File: src/rtl/regbank_pkg.sv
package regbank_pkg;

  typedef enum logic [2:0] {
    CMD_DEV_RST  = 3'd0,
    CMD_WR_CFG   = 3'd1,
    CMD_SET_PTR  = 3'd2,
    CMD_LINE_RST = 3'd3,
    CMD_WR_BYTE  = 3'd4,
    CMD_RD_BYTE  = 3'd5
  } cmd_e;

  typedef enum logic [1:0] {
    PTR_STATUS = 2'd0,
    PTR_RDATA  = 2'd1,
    PTR_CONFIG = 2'd2
  } ptr_e;

  typedef enum logic [1:0] {
    OPK_LINE_RST = 2'd0,
    OPK_WR_BYTE  = 2'd1,
    OPK_RD_BYTE  = 2'd2
  } opk_e;

  // feature bit positions decoded by the bus engine
  localparam int FEAT_APU  = 0;
  localparam int FEAT_PPM  = 1;
  localparam int FEAT_SPU  = 2;
  localparam int FEAT_SPD  = 3;

  // status flag positions
  localparam int ST_BUSY   = 0;
  localparam int ST_PRES   = 1;
  localparam int ST_SHORT  = 2;
  localparam int ST_RFLAG  = 3;
  localparam int ST_FLAGS  = 4;

endpackage

File: src/rtl/regbank_cfg_guard.sv
module regbank_cfg_guard #(
  parameter int NIB_W = 4
) (
  input  logic               clk,
  input  logic               rst_n,
  input  logic               dev_rst,
  input  logic               wr_en,
  input  logic [2*NIB_W-1:0] wr_data,
  input  logic               spu_clr,
  output logic [NIB_W-1:0]   cfg,
  output logic               wr_ok
);
  import regbank_pkg::*;

  localparam int DATA_W = 2 * NIB_W;

  logic [NIB_W-1:0] lo_nib, hi_nib;
  logic [NIB_W-1:0] cfg_q;

  assign lo_nib = wr_data[NIB_W-1:0];
  assign hi_nib = wr_data[DATA_W-1:NIB_W];
  assign wr_ok  = wr_en && (hi_nib == ~lo_nib);
  assign cfg    = cfg_q;

  for (genvar gi = 0; gi < NIB_W; gi++) begin : g_bit
    if (gi == FEAT_SPU) begin : g_self_clear
      always_ff @(posedge clk or negedge rst_n) begin
        if (!rst_n)       cfg_q[gi] <= 1'b0;
        else if (dev_rst) cfg_q[gi] <= 1'b0;
        else if (wr_ok)   cfg_q[gi] <= lo_nib[gi];
        else if (spu_clr) cfg_q[gi] <= 1'b0;
      end
    end else begin : g_hold
      always_ff @(posedge clk or negedge rst_n) begin
        if (!rst_n)       cfg_q[gi] <= 1'b0;
        else if (dev_rst) cfg_q[gi] <= 1'b0;
        else if (wr_ok)   cfg_q[gi] <= lo_nib[gi];
      end
    end
  end

endmodule

File: src/rtl/regbank_ptr_ctl.sv
module regbank_ptr_ctl (
  input  logic       clk,
  input  logic       rst_n,
  input  logic       dev_rst,
  input  logic       wr_cfg,
  input  logic       set_ptr,
  input  logic [1:0] sel_code,
  input  logic       bus_op,
  output logic [1:0] ptr
);
  import regbank_pkg::*;

  ptr_e ptr_q;

  assign ptr = ptr_q;

  always_ff @(posedge clk or negedge rst_n) begin
    if (!rst_n)       ptr_q <= PTR_STATUS;
    else if (dev_rst) ptr_q <= PTR_STATUS;
    else if (wr_cfg)  ptr_q <= PTR_CONFIG;
    else if (bus_op)  ptr_q <= PTR_STATUS;
    else if (set_ptr) begin
      case (sel_code)
        2'd0:    ptr_q <= PTR_STATUS;
        2'd1:    ptr_q <= PTR_RDATA;
        2'd2:    ptr_q <= PTR_CONFIG;
        default: ptr_q <= ptr_q;
      endcase
    end
  end

endmodule

File: src/rtl/regbank_op_ctl.sv
module regbank_op_ctl #(
  parameter int DATA_W = 8
) (
  input  logic              clk,
  input  logic              rst_n,
  input  logic              dev_rst,
  input  logic              op_start,
  input  logic [1:0]        op_kind,
  input  logic [DATA_W-1:0] op_data,
  input  logic              req_ready,
  output logic              req_valid,
  output logic [1:0]        req_kind,
  output logic [DATA_W-1:0] req_data,
  input  logic              done_valid,
  input  logic              done_presence,
  input  logic              done_short,
  input  logic [DATA_W-1:0] done_byte,
  input  logic              cfg_ok,
  output logic              busy,
  output logic [3:0]        flags,
  output logic [DATA_W-1:0] rdata
);
  import regbank_pkg::*;

  logic              req_q, busy_q, pres_q, short_q, rflag_q;
  opk_e              kind_q;
  logic [DATA_W-1:0] rqd_q, rdata_q;
  logic              finish;

  assign finish    = done_valid && busy_q;
  assign req_valid = req_q;
  assign req_kind  = kind_q;
  assign req_data  = rqd_q;
  assign busy      = busy_q;
  assign rdata     = rdata_q;

  always_comb begin
    flags           = '0;
    flags[ST_BUSY]  = busy_q;
    flags[ST_PRES]  = pres_q;
    flags[ST_SHORT] = short_q;
    flags[ST_RFLAG] = rflag_q;
  end

  // request channel and busy flag
  always_ff @(posedge clk or negedge rst_n) begin
    if (!rst_n) begin
      req_q  <= 1'b0;
      busy_q <= 1'b0;
      kind_q <= OPK_LINE_RST;
      rqd_q  <= '0;
    end else if (dev_rst) begin
      req_q  <= 1'b0;
      busy_q <= 1'b0;
    end else if (op_start) begin
      req_q  <= 1'b1;
      busy_q <= 1'b1;
      kind_q <= opk_e'(op_kind);
      rqd_q  <= op_data;
    end else begin
      if (req_q && req_ready) req_q  <= 1'b0;
      if (finish)             busy_q <= 1'b0;
    end
  end

  // result capture and reset flag
  always_ff @(posedge clk or negedge rst_n) begin
    if (!rst_n) begin
      pres_q  <= 1'b0;
      short_q <= 1'b0;
      rflag_q <= 1'b1;
      rdata_q <= '0;
    end else if (dev_rst) begin
      pres_q  <= 1'b0;
      short_q <= 1'b0;
      rflag_q <= 1'b1;
      rdata_q <= '0;
    end else begin
      if (cfg_ok) rflag_q <= 1'b0;
      if (finish && kind_q == OPK_LINE_RST) begin
        pres_q  <= done_presence;
        short_q <= done_short;
      end
      if (finish && kind_q == OPK_RD_BYTE) rdata_q <= done_byte;
    end
  end

endmodule

File: src/rtl/regbank_top.sv
module regbank_top #(
  parameter int NIB_W = 4
) (
  input  logic               clk,
  input  logic               rst_n,
  input  logic               cmd_valid,
  output logic               cmd_ready,
  input  logic [2:0]         cmd_op,
  input  logic [2*NIB_W-1:0] cmd_data,
  output logic               req_valid,
  input  logic               req_ready,
  output logic [1:0]         req_kind,
  output logic [2*NIB_W-1:0] req_data,
  input  logic               done_valid,
  input  logic               done_presence,
  input  logic               done_short,
  input  logic [2*NIB_W-1:0] done_byte,
  input  logic               spu_done,
  output logic [NIB_W-1:0]   feat,
  output logic [1:0]         rd_sel,
  output logic [2*NIB_W-1:0] rd_data
);
  import regbank_pkg::*;

  localparam int DATA_W = 2 * NIB_W;

  logic              busy, accept;
  logic              dev_rst, wr_cfg, set_ptr, bus_op, cfg_ok;
  logic [1:0]        op_kind;
  logic [3:0]        flags;
  logic [DATA_W-1:0] rdata;
  logic [NIB_W-1:0]  cfg;

  assign cmd_ready = !busy || (cmd_op == CMD_DEV_RST);
  assign accept    = cmd_valid && cmd_ready;

  always_comb begin
    dev_rst = 1'b0;
    wr_cfg  = 1'b0;
    set_ptr = 1'b0;
    bus_op  = 1'b0;
    op_kind = OPK_LINE_RST;
    if (accept) begin
      case (cmd_op)
        CMD_DEV_RST:  dev_rst = 1'b1;
        CMD_WR_CFG:   wr_cfg  = 1'b1;
        CMD_SET_PTR:  set_ptr = 1'b1;
        CMD_LINE_RST: begin bus_op = 1'b1; op_kind = OPK_LINE_RST; end
        CMD_WR_BYTE:  begin bus_op = 1'b1; op_kind = OPK_WR_BYTE;  end
        CMD_RD_BYTE:  begin bus_op = 1'b1; op_kind = OPK_RD_BYTE;  end
        default: ;
      endcase
    end
  end

  regbank_cfg_guard #(.NIB_W(NIB_W)) u_cfg (
    .clk(clk), .rst_n(rst_n), .dev_rst(dev_rst), .wr_en(wr_cfg),
    .wr_data(cmd_data), .spu_clr(spu_done), .cfg(cfg), .wr_ok(cfg_ok)
  );

  regbank_ptr_ctl u_ptr (
    .clk(clk), .rst_n(rst_n), .dev_rst(dev_rst), .wr_cfg(wr_cfg),
    .set_ptr(set_ptr), .sel_code(cmd_data[1:0]), .bus_op(bus_op), .ptr(rd_sel)
  );

  regbank_op_ctl #(.DATA_W(DATA_W)) u_op (
    .clk(clk), .rst_n(rst_n), .dev_rst(dev_rst), .op_start(bus_op),
    .op_kind(op_kind), .op_data(cmd_data), .req_ready(req_ready),
    .req_valid(req_valid), .req_kind(req_kind), .req_data(req_data),
    .done_valid(done_valid), .done_presence(done_presence),
    .done_short(done_short), .done_byte(done_byte), .cfg_ok(cfg_ok),
    .busy(busy), .flags(flags), .rdata(rdata)
  );

  assign feat = cfg;

  always_comb begin
    rd_data = '0;
    case (rd_sel)
      PTR_STATUS: rd_data[ST_FLAGS-1:0] = flags;
      PTR_RDATA:  rd_data = rdata;
      PTR_CONFIG: rd_data[NIB_W-1:0] = cfg;
      default:    rd_data = '0;
    endcase
  end

endmodule

File: config.mk
export PLATFORM = sky130hd
export DESIGN_NAME = regbank_top
export DESIGN_NICKNAME = d
export VERILOG_FILES = /design/src/rtl/regbank_pkg.sv /design/src/rtl/regbank_cfg_guard.sv /design/src/rtl/regbank_ptr_ctl.sv /design/src/rtl/regbank_op_ctl.sv /design/src/rtl/regbank_top.sv
export SDC_FILE = /design/constraint.sdc
export NUM_CORES = 1
export LEC_CHECK = 0
export BUFFER_PORTS_ARGS = -buffer_cell sky130_fd_sc_hd__buf_2
export CELL_PAD_IN_SITES_DETAIL_PLACEMENT = 0
export CELL_PAD_IN_SITES_GLOBAL_PLACEMENT = 1
export CORE_UTILIZATION = 39
export CTS_CLUSTER_DIAMETER = 120
export DETAILED_ROUTE_END_ITERATION = 10
export PLACE_DENSITY = 0.85
export REMOVE_ABC_BUFFERS = 1
export SLEW_MARGIN = 10
export SYNTH_ARGS = -nofsm -noshare
export SYNTH_HDL_FRONTEND = slang
export SYNTH_HIERARCHICAL = 1
export SYNTH_SLANG_ARGS = --single-unit
File: constraint.sdc
create_clock -name clk -period 1.9 [get_ports clk]
set_input_delay 0.19 -clock clk [delete_from_list [all_inputs] [get_ports clk]]
set_output_delay 0.19 -clock clk [all_outputs]
set_load 0.02 [all_outputs]
==> metrics.txt, run 1 <==
deepest clock path buffer count=2; WHS=0.161 ns; met1 usage=0.238; most area-consuming cells after synthesis=dfrtp_1, mux2_4, mux2i_1; Worst Path Arrival=1.87 ns; final hold violation count=0; Yosys warnings=6; initial antenna violation count=0; first-pass GRT wire length=5550 µm; area delta synth->final=23.4%; CP Cell Sequence=nand2b_1 > a21oi_1 > nor2b_2 > buf_12 > mux2_4; Pwr Total=1.76 mW; Avg Inst Size Synth=between 10 and 15 µm²; Max VDD drop=about 0.53 mV; share of layout cells above drive strength 1=0.417; TritonCTS clock tree=yes; Rel. slew slack=0.586; via count of the first global-routing pass=approximately 1100; Final Cycle Share=0.905; largest net degree at the start of global routing=30; drt total wl=3370 µm; cells after synthesis=between 100 and 150; most area-hungry cell type in the Yosys netlist=dfrtp_1; Peak Freq=about 0.58 GHz; worst skew pair latency=about 0.27 ns; # clock sinks=29; post-synthesis sequential area ratio=0.440; synthesized cell area=roughly 1700 µm²; Max stage delay on crit path=0.36 ns; DIE WIDTH=67.1 µm; Filler cells=roughly 390; die height=roughly 67 µm; HPWL after DPL=~2500 µm; final setup vio count=0; post-CTS resize count=0; All-Layer GR Usage=0.171; met3 track demand over resource=0.0445; Initial Util=0.410; htree depth=2; full die area=~4500 µm²; Req. time, crit path=around 2 ns; clock-pin slew on the worst setup and hold paths=0.06 ns; Max-Cap Viols=0; Max Transition Viols Final=0; CTS Hold Bufs=1; post-CTS setup buffers=0; Worst Path Max Fanout=8; I/O pin count=53; register bit total from synthesis=29; worst hold path class=in -> reg; commonest non-fill, non-tap cells in the layout=buf_2, dfrtp_1, nand2b_1; total grt overflow=0; worst slew pin tran=approximately 0.62 ns; share of the synthesized area in the top cell type=0.424; Root Buffer=clkbuf_8; critical path's slowest cell=dfrtp_1; DRT antenna net count=0; Core Area=between 4000 and 5000 µm²; Yosys cell types=35; Clock Skews=around 0.0055 ns; DRT iter0 DRCs=32; Tmin final=between 1.5 and 2 ns; CTS Buf Count=5; status=completed; CP Launch Type=flop; # port buffers=between 50 and 60; PwrDens=863 nW/µm²; Routed WL per cell=about 14 µm; Pleak=between 0.9 and 1 nW; busiest grt layer=met1; commonest non-fill, non-tap cell in the layout=buf_2; nets=225; routability cong.=0.767; DR vias/cell=just under 5; DRC Markers=0; RSZ-0062 raised after global routing=no; Worst Setup End Kind=flop; met2 global-route usage=0.238; 1st-pass router iterations=4; DR vias=around 1200; Antenna diodes=0; Rows=23; WS Path Type=reg -> reg
## cell usage after synthesis
cell             n
nor3_1           2
o2bb2ai_1        4
nor3_2           1
nor2b_2          1
nand2b_1        22
nor4b_1          1
nand2_1          1
nand2b_2         3
a21oi_1          8
and2_1           5
nand3b_1         2
o221ai_1         1
or3_4            1
xor2_1           1
buf_6            2
o31ai_1          1
buf_4            5
dlymetal6s2s_1   1
nor2b_1          1
nor2b_4          2
inv_1            5
a21o_1           1
nor2_1           3
nor4b_2          2
o21ai_0          1
buf_2            1
mux2_4          10
o21ai_1          4
mux2i_1         14
and4bb_1         1
and4b_1          1
nand3_1          4
dfrtp_1         28
xnor2_1          3
dfstp_2          1
## worst max-delay path, delay by kind of cell (launching register included)
kind                   cells  cell delay (ns)
AOI/OAI and AO/OA          1             0.24
buffers and inverters      1             0.18
DFF                        1             0.36
muxes                      1             0.30
and+or+nand+nor            2             0.52
## where the power goes
group / total (mW) / switching [mW] / leakage (nW) / internal (mW)
logic: 0.479 / 0.253 / 0.526 / 0.225
clock network: 0.510 / 0.216 / 0.0455 / 0.295
registers: 0.772 / 0.0642 / 0.377 / 0.708
## cell families after synthesis
logic type      after synthesis  synth area share
buf+inv                      14            0.0583
mux                          24             0.176
flops                        29             0.440
xor+xnor                      4            0.0212
simple gates                 53             0.230
compound gates               20            0.0749
## state kept, by name (all words and copies together), names as in the netlist
| register | count |
|---|---|
| u_op/rdata | 8 |
| u_op/req_data | 8 |
| u_cfg/cfg | 4 |
| u_op/req_kind | 2 |
| u_ptr/ptr | 2 |
| u_op/busy | 1 |
| u_op/pres_q | 1 |
| u_op/req_valid | 1 |
| u_op/rflag_q | 1 |
| u_op/short_q | 1 |
## metal layers
layer,vias up,part of all wire
li1,600,-
met1,566,0.49
met2,35,0.44
met3,5,0.054
met4,0,0.019
met5,-,0
## final timing paths
path                                  startpoint                to  slack [ns]  cells past startpoint
worst max-delay path                   u_op/busy  u_op/req_data[5]        0.18                      5
worst min-delay path                done_byte[7]     u_op/rdata[7]        0.16                      3
worst max register to register         u_op/busy  u_op/req_data[5]        0.18                      5
worst min register to register  u_op/req_data[0]  u_op/req_data[0]        0.51                      1
max in group asynchronous                  rst_n         u_op/busy        1.03                      2
min in group asynchronous                  rst_n     u_op/rdata[7]        0.46                      2
## layout make-up
cell class | count | area, µm² | area share
multi-input combinational | 101 | 836 | 0.410
sequential | 29 | 727 | 0.356
timing repair buffer | 56 | 305 | 0.150
clock buffer | 8 | 90.1 | 0.0442
tap | 50 | 62.6 | 0.0307
inverter | 5 | 18.8 | 0.00920
## through the flow
step	setup WS [ns]	cells	util	TNS, ns	instance area, µm²
floorplan	-1.13	135	-	-20.80	1580
global placement	0.274	240	0.481	0	1940
detailed placement	0.193	240	0.481	0	1940
CTS	0.180	249	0.506	0	2040
global route	0.0973	249	0.506	0	2040
finish	0.181	249	0.506	0	2040
Note: power is estimated with default switching activity, not from simulation.
==> run 2, diff against run 1 <==
Settings changed: CORE_UTILIZATION 39 to 42, PLACE_DENSITY 0.85 to 0.9.
Clock period 1.9 ns to 2.05 ns, I/O delays scaled along.
==> run 2 against run 1 <==
Hold slack improved by 0.019 ns. Largest cell class unchanged. Via count rose by 4.1%. Utilization grew 3.8 points. Design area fell by 0.86%. Critical endpoint is now u_op/req_data[6]. Largest power group unchanged. Flip-flop and latch count stayed put. Fmax is 7.2% lower.
==> metrics.txt, run 2 (same netlist as run 1, synthesis figures left out) <==
TritonCTS clock tree=yes; total grt overflow=0; largest net degree at the start of global routing=30; Tmin final=1.85 ns; Routed WL per cell=between 10 and 15 µm; Worst Path Max Fanout=8; final design utilization=0.544; Final Cycle Share=0.904; final setup vio count=0; placed instance count=about 240; DR vias=between 1000 and 1500; HPWL after DPL=around 2700 µm; DRC Markers=0; # clock sinks=29; final hold violation count=0; initial antenna violation count=0; commonest non-fill, non-tap cells in the layout=buf_2, dfrtp_1, nand2b_1; I/O pin count=53; commonest non-fill, non-tap cell in the layout=buf_2; Rows=22; 1st-pass router iterations=4; NetSw=roughly 0.50 mW; post-CTS setup buffers=0; Critical Path Stages=5; power share of the combinational group=0.276; via count of the first global-routing pass=1304; Rel. slew slack=0.585; Worst Path Arrival=~2 ns; first-pass GRT wire length=approximately 6000 µm; Initial Util=0.445; worst slew pin tran=just over 0.6 ns; DRT iter0 DRCs=27; Sw Ratio=0.313; Clock Skews=a little under 0.006 ns; Antenna diodes=0; All-Layer GR Usage=0.183; Req. time, crit path=2.21 ns; Max stage delay on crit path=around 0.44 ns; die height=64.7 µm; Max Transition Viols Final=0; RSZ-0062 raised after global routing=no; setup TNS=0 ns; CP Launch Type=flop; drt total wl=approximately 3500 µm; status=completed; routability cong.=0.721; Buf/Inv on CP=1; CP Cell Sequence=nand2b_1 > a21oi_1 > nor2b_2 > buf_12 > mux2_4; WHS=between 0.15 and 0.2 ns; worst hold path class=in -> reg; Final Non-Filler Cells=about 250; Max VDD drop=a little under 0.5 mV; Filler cells=roughly 350; Pleak=0.943 nW; Root Buffer=clkbuf_8; Seq pwr share=0.451; full die area=4190 µm²; Clock power frac=0.273; worst skew pair latency=0.28 ns; area delta synth->final=22.3%; largest delay contributor family on the critical path=simple AND/OR/NAND/NOR gates; htree depth=2; share of layout cells above drive strength 1=0.419; Peak Freq=0.540 GHz; Core Area=between 3000 and 4000 µm²; deepest clock path buffer count=2; DIE WIDTH=roughly 65 µm; Max-Cap Viols=0; worst r2r path cells=5; Worst Setup End Kind=flop; clock-pin slew on the worst setup and hold paths=around 0.060 ns; nets=224; DRT antenna net count=0; # port buffers=52; area of the multi-input gates=roughly 840 µm²; Pint=1.10 mW; PwrDens=slightly below 800 nW/µm²; sequential standard cell area=727 µm²; Pwr Total=between 1.5 and 2 mW; critical path's slowest cell=dfrtp_1; CTS Buf Count=5; Hold Path Cell Cnt=3; DR vias/cell=slightly above 5; WS Path Type=reg -> reg
run 2: tightest hold or removal path, cell delays in order:
cell and delay, ns:
buf_2 0.10, nand2b_2 0.05, mux2i_1 0.06
run 2: what timing repair did:
action,CTS,global route
gates resized for setup,0,0
endpoints found under the hold margin,28,0
hold buffers,1,0
run 2: worst paths after layout:
check,from,slack [ns],to
min in group asynchronous,rst_n,0.48,u_op/req_valid
worst max register to register,u_op/busy,0.20,u_op/req_data[6]
max in group asynchronous,rst_n,1.16,u_op/req_data[6]
worst min register to register,u_op/req_data[7],0.51,u_op/req_data[7]
worst max-delay path,u_op/busy,0.20,u_op/req_data[6]
worst min-delay path,done_byte[0],0.18,u_op/rdata[0]
run 2: per-stage QoR:
| stage | setup WS, ns | instance area, µm² |
|---|---|---|
| after detailed placement | 0.236 | 1930 |
| after CTS | 0.216 | 2020 |
| final | 0.198 | 2020 |
| after global routing | 0.0721 | 2020 |
| after floorplan | -0.992 | 1580 |
| after global placement | 0.347 | 1930 |
run 2: layout make-up:
type	instances	share of cell area
multi-input combinational	101	0.413
sequential	29	0.360
timing repair buffer	55	0.147
clock buffer	6	0.0359
tap	48	0.0297
inverter	5	0.00928
clock inverter	2	0.00495
run 2: power groups by stage:
stage / Clock [mW] / Combinational, mW / Sequential (mW)
after floorplan: 0 / 0.214 / 0.785
after global placement: 0 / 0.432 / 0.725
after detailed placement: 0 / 0.443 / 0.727
after CTS: 0.452 / 0.445 / 0.720
after global routing: 0.484 / 0.476 / 0.730
final: 0.436 / 0.441 / 0.719
run 2: metal layers:
| metal | GRT usage | up-vias | share of wire |
|---|---|---|---|
| met5 | 0 | - | 0 |
| met4 | 0.0667 | 0 | 0.012 |
| met3 | 0.0511 | 3 | 0.054 |
| met2 | 0.315 | 38 | 0.50 |
| met1 | 0.215 | 615 | 0.43 |
| li1 | - | 599 | - |
==> run 3, diff against run 2 <==
Settings changed: GPL_TIMING_DRIVEN set to 0.
==> run 3 against run 2 <==
Hold slack worse by 0.0028 ns. Die area unchanged. Sequential share of layout area decreased by 0.42 points. Design area grew 1.2%. Clock skew grew 0.0029 ns. Routed wire length down 1.2%. Fmax increased by 2.5%. Cell count unchanged. Combinational power shrank 0.9%. Utilization increased by 0.64 points. Largest cell class unchanged.
==> metrics.txt, run 3 (same netlist as run 1, synthesis figures left out) <==
status=completed; Max VDD drop=0.480 mV; via count of the first global-routing pass=about 1200; Tmin final=1.81 ns; I/O pin count=53; Rows=22; HPWL after DPL=roughly 2600 µm; deepest clock path buffer count=2; clock-pin slew on the worst setup and hold paths=~0.060 ns; DIE WIDTH=approximately 65 µm; WHS=about 0.18 ns; Max Transition Viols Final=0; die height=between 60 and 70 µm; CTS Buf Count=5; Max-Cap Viols=0; nets=224; Root Buffer=clkbuf_8; worst skew pair latency=0.28 ns; DRT iter0 DRCs=23; commonest non-fill, non-tap cells in the layout=buf_2, dfrtp_1, nand2b_1; commonest non-fill, non-tap cell in the layout=buf_2; Filler cells=~350; DR vias=between 1000 and 1500; Clock Skews=0.00871 ns; Pwr Total=between 1.5 and 2 mW; met2 global-route usage=0.299; largest net degree at the start of global routing=30; RSZ-0062 raised after global routing=no; drt total wl=3410 µm; CP Launch Type=flop; met1 usage=0.230; WS Path Type=reg -> reg; full die area=roughly 4200 µm²; Rel. slew slack=0.575; # port buffers=52; sequential standard cell area=roughly 730 µm²; # clock sinks=29; Req. time, crit path=2.21 ns; worst slew pin tran=approximately 0.64 ns; Antenna diodes=0; DRC Markers=0; Initial Util=0.445; TritonCTS clock tree=yes; Routed WL per cell=around 14 µm; Final Cycle Share=0.882; share of layout cells above drive strength 1=0.419; All-Layer GR Usage=0.185; 1st-pass router iterations=4; PwrDens=around 860 nW/µm²; final setup vio count=0; area of the multi-input gates=approximately 840 µm²; post-CTS setup buffers=0; busiest grt layer=met2; DR vias/cell=4.95; total grt overflow=0; routability cong.=0.708; Worst Path Max Fanout=10; htree depth=2; met3 track demand over resource=0.0687; Core Area=between 3000 and 4000 µm²; first-pass GRT wire length=around 5800 µm; area delta synth->final=23.8%; Worst Path Arrival=~2.0 ns; final hold violation count=0; worst hold path class=in -> reg; Pleak=0.955 nW; Worst Setup End Kind=flop; Peak Freq=0.553 GHz; initial antenna violation count=0; DRT antenna net count=0
## run 3: cell count changes in the layout (fill, tap and decap cells not counted), sizes merged
cell,before,now
clkinv,2,0
bufinv,0,1
clkbuf,6,7
## run 3: critical path, cell delays in order, from the launching register on
cell      delay, ns
dfrtp_1        0.44
nand2b_1       0.22
a21oi_1        0.23
nor2b_4        0.45
mux2_4         0.34
## run 3: where the power goes
part	switching (mW)	total (mW)	leakage [nW]	internal (mW)
clock	0.211	0.606	0.0585	0.396
sequential	0.0639	0.720	0.377	0.656
combinational	0.234	0.437	0.519	0.203
total	0.508	1.76	0.955	1.25
## run 3: worst paths after layout
check                                  from                to  slack (ns)  cells after the start
max reg2reg                       u_op/busy  u_op/req_data[3]        0.24                      4
min in group asynchronous             rst_n      u_cfg/cfg[0]        0.49                      2
min                            done_byte[0]     u_op/rdata[0]        0.18                      3
max in group asynchronous             rst_n       u_op/pres_q        1.15                      2
min reg2reg                u_op/req_data[2]  u_op/req_data[2]        0.51                      1
max                               u_op/busy  u_op/req_data[3]        0.24                      4
## run 3: area by class of cell
cell class / instances / area share
inverters: 5 / 0.00917
clock inverters: 1 / 0.0147
flip-flops and latches: 29 / 0.355
clock buffers: 7 / 0.0422
well taps: 48 / 0.0294
multi-input cells: 101 / 0.411
repair buffers: 55 / 0.138
## run 3: per-stage QoR
| step | cells | worst slack (ns) | TNS, ns | utilization | cell area (µm²) |
|---|---|---|---|---|---|
| floorplan | 135 | -0.992 | -16.89 | - | 1580 |
| global placement | 235 | -2.39 | -53.02 | 0.510 | 1900 |
| detailed placement | 237 | 0.0628 | 0 | 0.515 | 1910 |
| CTS | 246 | 0.0541 | 0 | 0.549 | 2040 |
| global route | 246 | 0.123 | 0 | 0.551 | 2050 |
| finish | 246 | 0.242 | 0 | 0.551 | 2050 |
## run 3: routing by layer
layer | up-vias | wire [µm]
met5 | - | 0
met4 | 0 | 36
met3 | 3 | 226
met2 | 39 | 1590
met1 | 575 | 1570
li1 | 601 | -
## run 3: timing repair
item,4_1_cts,5_1_grt
resized for setup,0,1
endpoints found under the hold margin,28,0
hold buffers,1,0
endpoints found under the setup margin,0,10
